[src/rtl/micro_sequencer.sv]
module micro_sequencer #(
  parameter int UA_W  = 8,
  parameter int OP_W  = 8,
  parameter int CNT_W = 32
) (
  input  logic             clk,
  input  logic             rst_n,
  input  logic             start,
  input  logic [UA_W-1:0]  entry_addr,
  input  logic [UA_W-1:0]  next_field,
  input  logic             ctl_if_true,
  input  logic             ctl_if_false,
  input  logic             ctl_decode,
  input  logic             zero,
  input  logic [OP_W-1:0]  opcode,
  input  logic             tbl_we,
  input  logic [OP_W-1:0]  tbl_idx,
  input  logic [UA_W-1:0]  tbl_data,
  output logic [UA_W-1:0]  mpc,
  output logic             running,
  output logic             undef_err,
  output logic [CNT_W-1:0] steps
);
  localparam int DEPTH = 1 << OP_W;

  logic [UA_W-1:0] dtab [DEPTH];
  logic [UA_W-1:0] seq_addr, disp_addr, next_addr;
  logic            step_en, bad_op;

  assign seq_addr  = mpc + 1'b1;
  assign disp_addr = dtab[opcode];
  assign step_en   = running && !start;
  assign bad_op    = step_en && ctl_decode && (disp_addr == '0);

  always_comb begin
    if (ctl_decode)        next_addr = disp_addr;
    else if (ctl_if_true)  next_addr = zero ? seq_addr : next_field;
    else if (ctl_if_false) next_addr = zero ? next_field : seq_addr;
    else                   next_addr = next_field;
  end

  always_ff @(posedge clk) begin
    if (!rst_n) begin
      for (int i = 0; i < DEPTH; i++) dtab[i] <= '0;
    end else if (tbl_we) begin
      dtab[tbl_idx] <= tbl_data;
    end
  end

  always_ff @(posedge clk) begin
    if (!rst_n) begin
      mpc       <= '0;
      running   <= 1'b0;
      undef_err <= 1'b0;
      steps     <= '0;
    end else if (start) begin
      mpc       <= entry_addr;
      running   <= (entry_addr != '0);
      undef_err <= 1'b0;
      steps     <= '0;
    end else if (running) begin
      mpc   <= next_addr;
      steps <= steps + 1'b1;
      if (next_addr == '0) running <= 1'b0;
      if (bad_op) undef_err <= 1'b1;
    end
  end

  assert_start_load_R2: assert property (@(posedge clk) disable iff (!rst_n)
    start |=> (mpc == $past(entry_addr)) && (running == ($past(entry_addr) != '0)));

  assert_err_stops_R8: assert property (@(posedge clk) disable iff (!rst_n)
    undef_err |-> !running);

  assert_run_nonzero_R9: assert property (@(posedge clk) disable iff (!rst_n)
    running |-> (mpc != '0));

  assert_idle_hold_R9: assert property (@(posedge clk) disable iff (!rst_n)
    (!running && !start) |=> ($stable(mpc) && $stable(steps)));

  assert_step_count_R10: assert property (@(posedge clk) disable iff (!rst_n)
    (running && !start) |=> (steps == $past(steps) + 1'b1));
endmodule

[config.mk]
export PLATFORM = sky130hd
export DESIGN_NAME = micro_sequencer
export DESIGN_NICKNAME = d
export VERILOG_FILES = /design/src/rtl/micro_sequencer.sv
export SDC_FILE = /design/constraint.sdc
export NUM_CORES = 2
export LEC_CHECK = 0
export ABC_AREA = 1
export BUFFER_PORTS_ARGS = -buffer_cell sky130_fd_sc_hd__buf_2
export CAP_MARGIN = 20
export CORE_UTILIZATION = 35
export DETAILED_ROUTE_END_ITERATION = 6
export PLACE_DENSITY = 0.54
export SLEW_MARGIN = 20
export SYNTH_ARGS = -nofsm -noshare
export SYNTH_HDL_FRONTEND = slang
export SYNTH_SLANG_ARGS = --single-unit
export TNS_END_PERCENT = 20
[constraint.sdc]
create_clock -name clk -period 2.9 [get_ports clk]
set_clock_uncertainty 0.2 [all_clocks]
set_input_delay 0.145 -clock clk [delete_from_list [all_inputs] [get_ports clk]]
set_output_delay 0.145 -clock clk [all_outputs]
set_load 0.02 [all_outputs]
Yosys cells after proc, flatten, opt, wreduce, memory -nomap -nowiden. Memories as Yosys holds them, arrays and structs flattened. Cells that the tools add are included.

Input bits: 48. Memories: 1. Word-level logic and storage cells: 36. Output and inout port bits: 42. Register bits after elaboration: 42. RAM bits: 2048.

Add/subtract/negate cells: 2. Mux-type cells: 17. Bitwise logic cells: 1. Reduce and logical (&&, ||, !) cells: 11.

Memories: dtab (words 256, width 8, read ports 1, clocked after Yosys merged registers in 0, wr ports 256, RTL line 26) `logic [UA_W-1:0] dtab [DEPTH];`.

Operators with widths (count): 2-to-1 mux 8 bit (9); adder 32 x 1 -> 32 bit, second input constant (1); zero test 8 bit (2); adder 8 x 1 -> 8 bit, second input constant (1); 2-to-1 mux 1 bit (8); nonzero test 8 bit (1); OR reduction 8 bit (1); logical AND 1 bit (3); AND reduction 2 bit (1); nonzero test 2 bit (1); OR reduction 2 bit (1); zero test 1 bit (1); inverter 1 bit (1).

Longest topological paths before layout.
Depth after elaboration: 9. Depth in mapped cells: 21. Mapped depth without buffers: 17.

Worst setup path after synthesis. OpenSTA, ideal clock, no wires.

Kind: register to register. Start point: register steps[0]. End point: register steps[30]. Library setup time: 0.115 ns. Stages on the path, launching flop included: 14. Data arrival time: 2.039 ns. Clock period less this slack: 2.354 ns. Setup slack: 0.546 ns. Data required time: 2.585 ns. Path buffers: 0. Cells stage by stage: dfxtp_1 > ha_1 > nand2_1 > nor2_1 > inv_1 > nor2_2 > inv_1 > nor2_1 > inv_1 > nor4_2 > nand3_1 > nor3_1 > a21oi_1 > o21a_1.

Word-level cells in the longest chain between the ends: 1.

Ends and longest elaborated chain: start: declaration (RTL line 22) `output logic [CNT_W-1:0] steps`; start signal: assignment (RTL line 63) `steps <= steps + 1'b1;`; adder 32 x 1 -> 32 bit (RTL line 63).

Every way passes these cells. A chain may end at the register's enable or synchronous reset.

Worst setup path after layout.
Start point: memory dtab[68][6]. End point: register mpc[6].

Word-level cells in the longest chain between the ends: 4.

Ends and longest elaborated chain: start: declaration (RTL line 26); memory (256 x 8 bit); 2-to-1 mux 8 bit (RTL line 36) `if (ctl_decode) next_addr = disp_addr;`; 2-to-1 mux 8 bit (RTL line 61) `end else if (running) begin`; 2-to-1 mux 8 bit (RTL line 56) `end else if (start) begin`; end signal: assignment (RTL line 57) `mpc <= entry_addr;`; end signal: assignment (RTL line 62) `mpc <= next_addr;`; end: declaration (RTL line 19) `output logic [UA_W-1:0] mpc,`.

Every way passes these cells. The select of a mux whose other input is x is not followed.

==> reports/results.txt <==
outcome = finished, violations left
violated checks = DRC
drt pass-1 iters = 7
initial antenna violation count = 9
wirelength, routed = 313100 um
gr ovfl total = 0
row cnt = 191
Die Wd = 523.8 um
H-tree levels = 4
Post-Syn Nets = 9945
worst path cell trace = nand2_1 -> nand3_1 -> nand3_1 -> nand3_1 -> nand3_1 -> nand3_1 -> nand3_1 -> nand3_1 -> nand2_1 -> nand2_1 -> buf_4 -> nand3_1 -> a31oi_1
final worst-path cycle share = 95.81%
CP top delay family = simple AND/OR/NAND/NOR gates
CP peak stage delay = 0.41 ns
Syn Inst Count = 9895
HP Start = tbl_idx[5]
DR DRC count = 2
Synth cell types = 31
DIE AREA = 0.2743 mm2
worst-margin pin slew = 0.8410 ns
Max VDD drop = 0.4575 mV
setup TNS = 0 ns
post-synthesis xor/xnor area fraction = 0.06434%
Antenna Nets Post-Route = 0
clk buf depth = 4
vias in the first global route = 70.94k
max-cap violation count = 0
Worst Path Max Fanout = 2
drt initial violations = 8734
CP required = 3.43 ns
Synth Register Bits = 2090
total setup buffers inserted after CTS = 0
area growth from synthesis to layout = 15.68%
PD cells = 624.6 mW/mm2
unrepaired setup endpoints after global routing = no
Via Count = 73.93k
Critical path origin = dtab[68][6]
Via density = 5.355
Total Routing Usage GR = 22.36%
CP max stage cell = edfxtp_1
nets = 10.11k
FMAX = 0.3599 GHz
number of port buffers = 89
Worst Hold Class = primary input to register
largest family of logic cells by synthesized area = simple AND/OR/NAND/NOR gates
Setup CP Type = register to register
DP Area = 0.1030 mm2
sequential-to-total area share from yosys stat = 65.42%
drt wl/cell = 22.68 um
Synth Area in Simple Gates = 30.00%
post-synthesis adder-cell area fraction = 0.02626%
core area = 0.2708 mm2
Final setup violation count = 0
RD Place Congestion = 0.9360
HPWL after DPL = 205300 um
final slew viol count = 0
Top-Level Pins = 90
final instance area = 0.1102 mm2
post-synthesis compound-gate area fraction = 0.4622%
most frequent cells in the layout = nand2_1, nor2_1, nand3_1, edfxtp_1, buf_4
fraction of final layout cells with drive strength greater than 1 = 9.494%
Final Util = 40.71%
Synth Warn # = 0
mux cell area share after synthesis = 0%
Initial Util = 35.19%
relative slew slack = 43.34%
launch point of the worst reg-to-reg path = dtab[68][6]
first-pass GRT wire length = 460300 um
Lkg Pwr = 42.07 nW
Post-Syn Area = 0.09529 mm2
largest net degree at the start of global routing = 89
Worst Path Buf+Inv = 1
clock root cell = clkbuf_16
CTS tree = done
fin crit period = 2.779 ns
CP endpoint kind = register
Hold Fails Final Rpt = 0
TritonCTS Buffers = 224
clock sink count = 2090
Clock Latency Late Sink = 0.89 ns
CP Launch Type = register
crit path DAT = 3.31 ns
CP dominant cell by count = nand3_1
die height = 523.8 um
commonest non-fill, non-tap cell in the layout = nand2_1
clock slew at reported path FFs = 0.06 ns
Avg Synthesized Cell Area = 9.630 um2
state kept, by name, summed over array words and instances (netlist names):
register   flops
mpc            8
dtab        2048
undef_err      1
running        1
steps         32
power by group:
part           switching, W  internal (W)  total [W]  leakage (nW)
clock                0.0121        0.0155     0.0276          3.34
sequential         0.000480        0.0346     0.0351          19.8
combinational       0.00445       0.00174    0.00619          18.9
total                0.0170        0.0518     0.0689          42.1
layer usage:
metal  vias to the layer above  global-route usage, %  wire length (um)
met2                      3147                  36.31            145900
met4                         0                  9.092             13750
met5                         -                      0                 0
met1                     36270                  30.15            129600
met3                       613                  3.020             23790
li1                      33890                      -                 -
worst min-delay path, stage by stage:
cell and delay (ns):
buf_2 0.11, nor2_1 0.05, inv_2 0.11, nor2_1 0.07
buf_4 0.19, nand2_1 0.10, buf_4 0.15, nor2_1 0.04
cell usage after synthesis (all sizes together):
cell type	n	area, um2
clkbuf	348	1308
buf	393	2247
nand4	7	43.79
nand2	2654	9962
a31oi	9	56.30
nor3	41	205.2
ha	2	25.02
a21oi	29	145.1
o31ai	1	7.510
dfxtp	42	840.8
o21ai	30	150.1
and3	1	6.260
nor4	6	43.79
edfxtp	2048	61500
o221ai	5	43.79
nand3	2057	10290
inv	67	254.0
clkinv	6	22.52
nor2	2134	8013
or2	1	6.260
or4	2	15.01
xor2	7	61.31
o21a	5	37.54
logic make-up (layout without fill, tap and decap cells):
| logic type | Yosys count | count (layout) |
|---|---|---|
| AOI/OAI and AO/OA | 79 | 79 |
| buffers and inverters | 814 | 1147 |
| other | 0 | 8 |
| xor gates and xnor gates | 7 | 7 |
| and+or+nand+nor | 6903 | 6903 |
| adders and majority gates | 2 | 2 |
| DFF | 2090 | 2090 |
area by class of cell:
class,count,area [um2]
fillers,26180,160500
inverters,73,367.9
diodes,8,20.02
repair buffers,682,7000
clock buffers,282,5887
well taps,3570,4467
clock inverters,110,935.9
flip-flops and latches,2090,62340
multi-input cells,6991,29220
metrics by stage:
stage | hold slack (ns) | total power (W) | cells | setup slack [ns]
3_5_place_dp | 0.2452 | 0.04177 | 13360 | -0.3844
6_report | 0.06564 | 0.06885 | 13810 | 0.1214
2_1_floorplan | 0.1064 | 0.03895 | 9895 | 0.5464
3_3_place_gp | 0.2422 | 0.04172 | 13360 | -0.3512
5_1_grt | 0.03102 | 0.07082 | 13800 | 0.02144
4_1_cts | 0.003681 | 0.06919 | 13800 | 0.1519
timing repair:
item,CTS,global route
endpoints found under the hold margin,2318,0
resized for setup,0,1
hold buffers,42,0
setup endpoints to repair,0,1
path summary, 6_finish.rpt:
path	endpoint	slack [ns]	depth (start not counted)
setup / recovery	mpc[6]	0.12	13
hold / removal	dtab[135][3]	0.07	8
setup reg to reg	mpc[6]	0.12	13
hold reg to reg	steps[31]	0.26	2
Note: power is estimated with default switching activity, not from simulation.
